File: src/rtl/timer_pkg.sv
`timescale 1ns/1ps
package timer_pkg;

    typedef enum logic {
        ST_OFF = 1'b0,
        ST_RUN = 1'b1
    } cnt_state_e;

    localparam logic [7:0] OFS_LOAD  = 8'h00;
    localparam logic [7:0] OFS_CUR   = 8'h04;
    localparam logic [7:0] OFS_CTL   = 8'h08;
    localparam logic [7:0] OFS_EOI   = 8'h0C;
    localparam logic [7:0] OFS_STAT  = 8'h10;
    localparam logic [7:0] OFS_GSTAT = 8'hA0;
    localparam logic [7:0] OFS_GEOI  = 8'hA4;
    localparam logic [7:0] OFS_RAW   = 8'hA8;
    localparam logic [7:0] OFS_VER   = 8'hAC;

    localparam int CTL_EN_BIT   = 0;
    localparam int CTL_PER_BIT  = 1;
    localparam int CTL_MASK_BIT = 2;

endpackage

File: src/rtl/timer_regs.sv
`timescale 1ns/1ps
module timer_regs
    import timer_pkg::*;
#(
    parameter int ADDR_W = 8,
    parameter int DATA_W = 32,
    parameter logic [DATA_W-1:0] VERSION = '0
) (
    input  logic              clk,
    input  logic              rst_n,
    input  logic              psel,
    input  logic              penable,
    input  logic              pwrite,
    input  logic [ADDR_W-1:0] paddr,
    input  logic [DATA_W-1:0] pwdata,
    input  logic [DATA_W-1:0] count,
    input  logic              raw_flag,
    input  logic              masked_flag,
    output logic [DATA_W-1:0] prdata,
    output logic [DATA_W-1:0] load_val,
    output logic              ctl_en,
    output logic              ctl_per,
    output logic              ctl_mask,
    output logic              eoi_pulse
);

    localparam int PAD_W = DATA_W - 3;

    logic acc_wr;
    logic acc_rd;

    assign acc_wr = psel && penable && pwrite;
    assign acc_rd = psel && penable && !pwrite;

    always_ff @(posedge clk or negedge rst_n) begin
        if (!rst_n) begin
            load_val <= '0;
            ctl_en   <= 1'b0;
            ctl_per  <= 1'b0;
            ctl_mask <= 1'b0;
        end else if (acc_wr) begin
            if (paddr == ADDR_W'(OFS_LOAD)) begin
                load_val <= pwdata;
            end
            if (paddr == ADDR_W'(OFS_CTL)) begin
                ctl_en   <= pwdata[CTL_EN_BIT];
                ctl_per  <= pwdata[CTL_PER_BIT];
                ctl_mask <= pwdata[CTL_MASK_BIT];
            end
        end
    end

    assign eoi_pulse = acc_rd &&
                       ((paddr == ADDR_W'(OFS_EOI)) || (paddr == ADDR_W'(OFS_GEOI)));

    always_comb begin
        prdata = '0;
        case (paddr)
            ADDR_W'(OFS_LOAD):  prdata = load_val;
            ADDR_W'(OFS_CUR):   prdata = count;
            ADDR_W'(OFS_CTL):   prdata = {{PAD_W{1'b0}}, ctl_mask, ctl_per, ctl_en};
            ADDR_W'(OFS_STAT):  prdata = DATA_W'(masked_flag);
            ADDR_W'(OFS_GSTAT): prdata = DATA_W'(masked_flag);
            ADDR_W'(OFS_RAW):   prdata = DATA_W'(raw_flag);
            ADDR_W'(OFS_VER):   prdata = VERSION;
            default:            prdata = '0;
        endcase
    end

    AST_CTL_ONLY_BY_WRITE: assert property (@(posedge clk) disable iff (!rst_n)
        !(acc_wr && paddr == ADDR_W'(OFS_CTL)) |=> $stable({ctl_en, ctl_per, ctl_mask}))
        else $error("control changed without a control write");

endmodule

File: src/rtl/timer_counter.sv
`timescale 1ns/1ps
module timer_counter
    import timer_pkg::*;
#(
    parameter int DATA_W = 32
) (
    input  logic              clk,
    input  logic              rst_n,
    input  logic              en,
    input  logic              periodic,
    input  logic [DATA_W-1:0] load_val,
    output logic [DATA_W-1:0] count,
    output logic              expire
);

    cnt_state_e state_q;
    cnt_state_e state_d;
    logic       at_zero;

    assign at_zero = (count == '0);

    always_comb begin
        state_d = state_q;
        unique case (state_q)
            ST_OFF: if (en)  state_d = ST_RUN;
            ST_RUN: if (!en) state_d = ST_OFF;
        endcase
    end

    always_ff @(posedge clk or negedge rst_n) begin
        if (!rst_n) state_q <= ST_OFF;
        else        state_q <= state_d;
    end

    always_ff @(posedge clk or negedge rst_n) begin
        if (!rst_n) begin
            count <= '0;
        end else begin
            unique case (state_q)
                ST_OFF: begin
                    if (en) count <= load_val;
                end
                ST_RUN: begin
                    if (en) begin
                        if (at_zero) count <= periodic ? load_val : '1;
                        else         count <= count - 1'b1;
                    end
                end
            endcase
        end
    end

    assign expire = (state_q == ST_RUN) && en && at_zero;

    AST_LOAD_ON_ARM: assert property (@(posedge clk) disable iff (!rst_n)
        (state_q == ST_OFF && en) |=> (count == $past(load_val)))
        else $error("arm did not load the load count");

    AST_HOLD_WHEN_OFF: assert property (@(posedge clk) disable iff (!rst_n)
        (!en) |=> $stable(count))
        else $error("count moved while disabled");

    AST_DECREMENT: assert property (@(posedge clk) disable iff (!rst_n)
        (state_q == ST_RUN && en && !at_zero) |=> (count == $past(count) - 1'b1))
        else $error("count did not step down by one");

    AST_PERIODIC_RELOAD: assert property (@(posedge clk) disable iff (!rst_n)
        (expire && periodic) |=> (count == $past(load_val)))
        else $error("periodic reload wrong");

    AST_FREE_WRAP: assert property (@(posedge clk) disable iff (!rst_n)
        (expire && !periodic) |=> (count == '1))
        else $error("free-running wrap wrong");

endmodule

File: src/rtl/timer_irq.sv
`timescale 1ns/1ps
module timer_irq (
    input  logic clk,
    input  logic rst_n,
    input  logic expire,
    input  logic eoi,
    input  logic mask,
    output logic raw_flag,
    output logic irq
);

    always_ff @(posedge clk or negedge rst_n) begin
        if (!rst_n)      raw_flag <= 1'b0;
        else if (expire) raw_flag <= 1'b1;
        else if (eoi)    raw_flag <= 1'b0;
    end

    assign irq = raw_flag && !mask;

    AST_SET_WINS: assert property (@(posedge clk) disable iff (!rst_n)
        expire |=> raw_flag)
        else $error("expiry lost");

    AST_EOI_CLEARS: assert property (@(posedge clk) disable iff (!rst_n)
        (eoi && !expire) |=> !raw_flag)
        else $error("end-of-interrupt did not clear");

    AST_RAW_NEEDS_EXPIRY: assert property (@(posedge clk) disable iff (!rst_n)
        $rose(raw_flag) |-> $past(expire))
        else $error("flag set without expiry");

endmodule

File: src/rtl/apb_dtimer.sv
`timescale 1ns/1ps
module apb_dtimer #(
    parameter int ADDR_W = 8,
    parameter int DATA_W = 32,
    parameter logic [DATA_W-1:0] VERSION = 32'h3230_312A
) (
    input  logic              pclk,
    input  logic              presetn,
    input  logic              psel,
    input  logic              penable,
    input  logic              pwrite,
    input  logic [ADDR_W-1:0] paddr,
    input  logic [DATA_W-1:0] pwdata,
    output logic [DATA_W-1:0] prdata,
    output logic              pready,
    output logic              timer_irq
);

    logic [DATA_W-1:0] load_val;
    logic [DATA_W-1:0] count;
    logic              ctl_en;
    logic              ctl_per;
    logic              ctl_mask;
    logic              eoi_pulse;
    logic              expire;
    logic              raw_flag;
    logic              irq_int;

    assign pready    = 1'b1;
    assign timer_irq = irq_int;

    timer_regs #(
        .ADDR_W  (ADDR_W),
        .DATA_W  (DATA_W),
        .VERSION (VERSION)
    ) u_regs (
        .clk         (pclk),
        .rst_n       (presetn),
        .psel        (psel),
        .penable     (penable),
        .pwrite      (pwrite),
        .paddr       (paddr),
        .pwdata      (pwdata),
        .count       (count),
        .raw_flag    (raw_flag),
        .masked_flag (irq_int),
        .prdata      (prdata),
        .load_val    (load_val),
        .ctl_en      (ctl_en),
        .ctl_per     (ctl_per),
        .ctl_mask    (ctl_mask),
        .eoi_pulse   (eoi_pulse)
    );

    timer_counter #(
        .DATA_W (DATA_W)
    ) u_counter (
        .clk      (pclk),
        .rst_n    (presetn),
        .en       (ctl_en),
        .periodic (ctl_per),
        .load_val (load_val),
        .count    (count),
        .expire   (expire)
    );

    timer_irq u_irq (
        .clk      (pclk),
        .rst_n    (presetn),
        .expire   (expire),
        .eoi      (eoi_pulse),
        .mask     (ctl_mask),
        .raw_flag (raw_flag),
        .irq      (irq_int)
    );

    AST_MASKED_QUIET: assert property (@(posedge pclk) disable iff (!presetn)
        $past(ctl_mask) && ctl_mask |-> !timer_irq)
        else $error("interrupt while masked");

endmodule

File: config.mk
export PLATFORM = sky130hd
export DESIGN_NAME = apb_dtimer
export DESIGN_NICKNAME = d
export VERILOG_FILES = /design/src/rtl/timer_pkg.sv /design/src/rtl/timer_regs.sv /design/src/rtl/timer_counter.sv /design/src/rtl/timer_irq.sv /design/src/rtl/apb_dtimer.sv
export SDC_FILE = /design/constraint.sdc
export NUM_CORES = 1
export LEC_CHECK = 0
export BUFFER_PORTS_ARGS = -buffer_cell sky130_fd_sc_hd__buf_2
export CELL_PAD_IN_SITES_DETAIL_PLACEMENT = 1
export CELL_PAD_IN_SITES_GLOBAL_PLACEMENT = 1
export CORE_AREA = 2 2 81 160
export CTS_BUF_LIST = sky130_fd_sc_hd__clkbuf_4 sky130_fd_sc_hd__clkbuf_8
export CTS_CLUSTER_SIZE = 25
export DETAILED_ROUTE_END_ITERATION = 12
export DIE_AREA = 0 0 83 162
export PLACE_DENSITY_LB_ADDON = 0.1
export REMOVE_ABC_BUFFERS = 1
export SYNTH_ARGS = -nofsm -noshare
export SYNTH_HDL_FRONTEND = slang
export SYNTH_SLANG_ARGS = --single-unit
export TNS_END_PERCENT = 50
File: constraint.sdc
create_clock -name pclk -period 2.1 [get_ports pclk]
set_input_delay 0.42 -clock pclk [delete_from_list [all_inputs] [get_ports pclk]]
set_output_delay 0.42 -clock pclk [all_outputs]
set_load 0.05 [all_outputs]
==> impl_metrics.csv, run 1 <==
group,metric,value,unit
synthesis,async_reset_ff_frac,1.00,
worst_setup_path,r2r_slack,-0.13,ns
floorplan,die_w,83,um
worst_setup_path,critPathArrivalTime,1.87,ns
synthesis,synth_fa_ha_area_frac,0.00600,
worst_setup_path,r2r_end,"u_counter.count[4]",
timing,tns,-5.55,ns
synthesis,synth.area.top_cells,"dfrtp_1 (41%), mux2_2 (8.9%), a22o_1 (4.0%)",
synthesis,synth_ff_type,"dfrtp_1",
worst_setup_path,cp.required,1.68,ns
cells_and_area,final_util,0.528,
routing,viasPerCell,5.88,
worst_setup_path,slowest_delay,0.28,ns
clocking,cts_root_buf,"clkbuf_8",
cells_and_area,layout-drive-gt1-share,0.484,
synthesis,postSynthAreaPerCell,9.71,um2
clocking,htreeDepth,3,
cells_and_area,area_growth,54.2,%
worst_setup_path,slowest_stage,"nor4_4",
grt,grt_pass1_vias,4954,
synthesis,syn_inst,430,
floorplan,ios,79,
routing,drtPass1Iterations,4,
synthesis,yosys.area.top_type_share,0.414,
synthesis,synth_top_area_cell,"dfrtp_1",
synthesis,synth_edf_count,0,
worst_setup_path,cp_max_fo,8,
floorplan,initial_core_util,0.342,
synthesis,synth_compound_area_frac,0.230,
floorplan,rows,57,
synthesis,synth_most_common_cell,"dfrtp_1",
synthesis,yosys.area_share.simple,0.218,
cells_and_area,nets,653,
place,portBuffers,77,
worst_setup_path,crit_start,"paddr[1]",
grt,grt_pass1_wl,27200,um
worst_setup_path,end_kind,"output port",
place,hpwl,12100,um
floorplan,fp.dieH,162,um
hold_path,min_path_type,"input pin to asynchronous set/reset pin",
synthesis,synthXorXnorAreaFrac,0,
timing,skew,0.0131,ns
cells_and_area,multi_input_area,2590,um2
timing,finalSetupViolCount,57,
clocking,hold_buffers,0,
synthesis,muxShareOfSynthArea,0.0890,
synthesis,ys_ff_latch,69,
clocking,clkLatencyLatePin,0.37,ns
status,status,"complete, but fails checks",
timing,fin_crit,2.29,ns
worst_setup_path,crit_path_cell_trace,"buf_8 -> nor4_4 -> buf_4 -> nor3b_4 -> buf_6 -> buf_8 -> a221o_1 -> buf_6",
place,globalplace.congestion,0.893,
cells_and_area,nFillCells,1386,
synthesis,synth_area,4170,um2
synthesis,synth_warnings,0,
timing,fin_ws,-0.189,ns
routing,postRouteAntennaNets,0,
clocking,cts_sinks,69,
floorplan,core_area,12200,um2
grt,grt_use_total,0.262,
timing,rsz0062_at_grt,"yes",
place,pre_cts_slack,-0.303,ns
floorplan,fp.dieArea,13400,um2
worst_setup_path,critPathKind,"input pin to output port",
status,violations,"setup timing",
grt,grt_max_degree,70,
grt,grt-ovfl-total,0,
synthesis,yosysUniqueCellTypes,60,
timing,drv_slew,0,
routing,drt_iter0_drc,158,
clocking,path_clk_slew,0.08,ns
cells_and_area,regArea,1730,um2
power,p_leak,2.87,nW
synthesis,synth_top_family_by_area,"compound AO/OA/AOI/OAI gates",
power,power.density,810,nW/um2
synthesis,synthTopCellsByCount,"dfrtp_1 (69), mux2_2 (33), nor2_1 (29)",
grt,antenna_found_initial,0,
routing,num_vias,4459,
clocking,cts_inserted_buffers,9,
flow_run,drv_cap,0,
worst_setup_path,r2r_start,"u_counter.count[19]",
timing,clock.fmax,437,MHz
power,irDropWorstVdd,0.596,mV
worst_setup_path,critPathLaunchType,"input pin",
routing,wl_per_cell,23.1,um
worst_setup_path,r2r_cells,6,
routing,drc,0,
clocking,clk_path_buf_depth,2,
timing,fin_crit_sh,1.09,
synthesis,ys_seq_area_frac,0.414,
routing,drt_wl_total,17500,um
cells_and_area,diodes,0,
clocking,cts_tree,"yes",
timing,hold_viol,0,
[worst max-delay path: cells and delay by family]
kind | cells | cell delay [ns]
AOI/OAI and AO/OA | 1 | 0.22
buffers and inverters | 5 | 0.78
and+or+nand+nor | 2 | 0.46
[metrics by stage]
stage               power, mW  instance area [um2]  hold WS, ns  instances
finish                   5.22                 6440       0.0319        758
global route             5.50                 6440       0.0949        758
CTS                      5.11                 6210       0.0846        754
detailed placement       3.82                 5470        0.485        730
global placement         3.74                 5470        0.485        730
floorplan                2.73                 4030        0.124        399
[what timing repair did]
item,in CTS,in global routing
gates resized for setup,114,35
endpoints found under the setup margin,63,65
endpoints found under the hold margin,0,0
cloned,4,1
pin swaps,24,29
buffers inserted,4,3
[where the power goes]
part	total (mW)	switching [mW]	internal [mW]	leakage (nW)
registers	1.88	0.259	1.62	0.857
logic	2.17	1.08	1.09	1.91
clock network	1.16	0.559	0.604	0.103
total	5.22	1.90	3.31	2.87
[flip-flops by register name, indices dropped and copies added (netlist names)]
| register | count |
|---|---|
| u_regs.ctl_per | 1 |
| u_regs.load_val | 32 |
| u_counter.count | 32 |
| u_regs.ctl_mask | 1 |
| u_regs.ctl_en | 1 |
| u_irq.raw_flag | 1 |
| u_counter.state_q | 1 |
[routing by layer]
metal  track usage  up-vias  wire [um]
met1         0.275     2289       6160
met2         0.502      105      10200
met4         0.118        0        577
met5             0        -          0
li1              -     2031          -
met3        0.0427       34        543
[worst max path at each step]
stage / end / cells past startpoint
2_1_floorplan: u_regs.load_val[0] / 4
3_3_place_gp: prdata[25] / 6
3_5_place_dp: prdata[25] / 6
4_1_cts: prdata[25] / 8
5_1_grt: u_counter.count[17] / 6
6_report: prdata[25] / 8
[cells in the final DEF (no fill, tap or decap), types with 3 or more instances in the layout]
cell	Yosys	final
a221o_1	12	12
o221ai_1	6	4
nand2_1	28	26
dfrtp_1	69	69
nor4_2	1	6
o31a_1	5	5
inv_1	9	9
a21oi_1	7	5
clkbuf_8	0	10
buf_6	2	43
nand4_1	7	7
or3_1	11	10
o21a_1	7	7
a31oi_1	8	5
nor2_1	29	27
nand3_1	18	14
buf_4	1	96
mux2_2	33	33
nor4_1	15	7
nor2b_1	3	3
o21ai_0	13	11
nor4_4	1	4
o41ai_1	3	3
o22ai_1	4	4
and3_1	4	3
o211a_1	5	5
a22o_1	19	19
buf_2	7	42
o221a_4	0	3
o221a_1	6	6
buf_12	0	8
nand2b_1	6	5
nor3_1	26	23
buf_8	0	5
[cell type report]
class,count,area share
clock buffers,12,0.0237
clock inverters,4,0.00739
inverters,9,0.00525
multi-input cells,321,0.402
flip-flops and latches,69,0.268
well taps,147,0.0286
repair buffers,196,0.265
[cell families (layout without fill, tap and decap cells)]
family                     count (synthesis)  in the layout
and+or+nand+nor                          167            167
AOI/OAI and AO/OA                        118            118
DFF                                       69             69
buffers and inverters                     40            221
muxes                                     33             33
adders and majority gates                  2              2
other                                      1              1
Note: power is estimated with default switching activity, not from simulation.
==> inputs of run 2 (changes only) <==
==> constraint.sdc (replaced) <==
create_clock -name pclk -period 2.1 [get_ports pclk]
set_input_delay 0 -clock pclk [delete_from_list [all_inputs] [get_ports pclk]]
set_output_delay 0 -clock pclk [all_outputs]
set_load 0.05 [all_outputs]
==> run 2 against run 1 <==
Against the previous run: the run still ends with setup timing left; highest routed layer unchanged; fmax increased by 2.0%; clock skew down 0.00053 ns; sequential share of layout area increased by 0.53 points.
==> impl_metrics.csv, run 2 (synthesis results as in run 1) <==
group,metric,value,unit
clocking,path_clk_slew,0.09,ns
hold_path,min_path_type,"input pin to register",
flow_run,drv_cap,0,
grt,grt_max_degree,70,
grt,antenna_found_initial,0,
cells_and_area,area_growth,51.2,%
place,portBuffers,77,
hold_path,hp-start,"paddr[3]",
status,violations,"setup timing",
place,dp_cells,718,
worst_setup_path,slowest_stage,"or4_4",
cells_and_area,nets,669,
status,status,"complete, but fails checks",
clocking,htreeDepth,3,
timing,rsz0062_at_grt,"yes",
power,p_leak,2.86,nW
timing,clock.fmax,445,MHz
grt,grt-ovfl-total,0,
floorplan,rows,57,
worst_setup_path,slowest_delay,0.57,ns
grt,grt_use_total,0.253,
routing,drt_iter0_drc,176,
floorplan,core_area,12200,um2
floorplan,die_w,83,um
cells_and_area,layout_common_cells,"buf_4 (85), buf_2 (78), dfrtp_1 (69), dlygate4sd3_1 (36), mux2_2 (33)",
routing,num_vias,4440,
clocking,cts_sinks,69,
worst_setup_path,critPathKind,"register to register",
cells_and_area,diodes,0,
power,irDropWorstVdd,0.401,mV
worst_setup_path,critPathLaunchType,"register",
cells_and_area,top_regs,"u_counter.count: 32 flops, u_regs.load_val: 32 flops",
worst_setup_path,cp.required,2.35,ns
worst_setup_path,crit_path_cell_trace,"or4_4 -> nor4_4 -> a41oi_2 -> nand2b_4 -> buf_6 -> o221a_4",
cells_and_area,nFillCells,1391,
worst_setup_path,end_kind,"register",
timing,maxSlewHeadroom,0.643,
clocking,clk_path_buf_depth,2,
clocking,cts_inserted_buffers,9,
worst_setup_path,cp_max_fo,7,
floorplan,fp.dieH,162,um
cells_and_area,multi_input_area,2620,um2
timing,fin_crit,2.24,ns
floorplan,initial_core_util,0.342,
cells_and_area,final_util,0.517,
floorplan,fp.dieArea,13400,um2
clocking,cts_tree,"yes",
grt,grt_pass1_wl,26600,um
power,power.density,821,nW/um2
routing,drt_wl_total,16800,um
timing,finalSetupViolCount,28,
timing,fin_crit_sh,1.07,
place,globalplace.congestion,0.894,
worst_setup_path,r2r_start,"u_counter.count[19]",
worst_setup_path,crit_start,"u_counter.count[19]",
timing,fin_ws,-0.145,ns
routing,drtPass1Iterations,4,
timing,hold_viol,0,
floorplan,ios,79,
cells_and_area,instances_no_fill,774,
timing,drv_slew,0,
routing,viasPerCell,5.74,
timing,skew,0.0125,ns
cells_and_area,layout-drive-gt1-share,0.442,
clocking,clkLatencyLatePin,0.37,ns
grt,grt_pass1_vias,4916,
routing,postRouteAntennaNets,0,
routing,wl_per_cell,21.7,um
clocking,cts_root_buf,"clkbuf_8",
cells_and_area,regArea,1730,um2
timing,tightest_slew,0.530,ns
cells_and_area,layout.cells.most_common,"buf_4",
routing,drc,0,
worst_setup_path,critPathArrivalTime,2.49,ns
place,hpwl,12000,um
[run 2: cell types whose count changed in the layout (fill, tap and decap cells not counted), moves of 3 or more]
cell,previous run,this run
buf_12,8,3
buf_8,5,0
buf_2,42,78
dlygate4sd3_1,0,36
buf_4,96,85
nor3_1,23,20
buf_6,43,10
[run 2: timing repair]
action,4_1_cts,5_1_grt
cloned,1,0
hold endpoints to repair,105,0
hold buffers,36,0
buffers inserted,3,0
pin swaps,19,7
endpoints found under the setup margin,32,33
resized for setup,49,18
[run 2: worst paths after layout]
check                      slack, ns                  end  cells after the start
max                            -0.14   u_counter.count[0]                      6
min                             0.09       u_irq.raw_flag                      4
min reg2reg                     0.53   u_counter.count[7]                      1
max reg2reg                    -0.14   u_counter.count[0]                      6
min in group asynchronous       0.18   u_regs.load_val[0]                      3
max in group asynchronous       1.59  u_regs.load_val[29]                      3
[run 2: routing by layer]
metal,wire length (um),global-route usage,vias up
met5,0,0,-
met4,542,0.101,0
met3,480,0.0295,31
met2,9490,0.498,102
met1,6270,0.266,2237
li1,-,-,2070
[run 2: per-stage QoR]
stage / cell area [um2] / hold slack [ns] / setup TNS (ns) / worst slack [ns] / total power [mW]
after CTS: 6210 / 0.0758 / -1.55 / -0.110 / 5.13
after global placement: 5360 / 0.0603 / -4.23 / -0.309 / 3.71
after global routing: 6310 / 0.142 / -4.05 / -0.197 / 5.47
after floorplan: 4030 / -0.296 / -54.44 / -0.941 / 2.73
final: 6310 / 0.0866 / -2.00 / -0.145 / 5.18
after detailed placement: 5360 / 0.0651 / -5.28 / -0.360 / 3.78
[run 2: critical path: cells and delay by family, from the launching register on]
kind | cells | cell delay (ns)
buffers and inverters | 1 | 0.15
DFF | 1 | 0.40
and+or+nand+nor | 3 | 1.12
AOI/OAI and AO/OA | 2 | 0.45
[run 2: report_power, final]
part / switching (mW) / internal, mW / total [mW]
Combinational: 1.07 / 1.12 / 2.19
Clock: 0.586 / 0.494 / 1.08
Sequential: 0.291 / 1.62 / 1.91
[run 2: area by class of cell]
type                            count  share of cell area
Clock buffer                       11              0.0240
Sequential cell                    69               0.274
Inverter                            9             0.00535
Multi-Input combinational cell    321               0.415
Tap cell                          147              0.0291
Clock inverter                      5             0.00535
Timing Repair Buffer              212               0.247
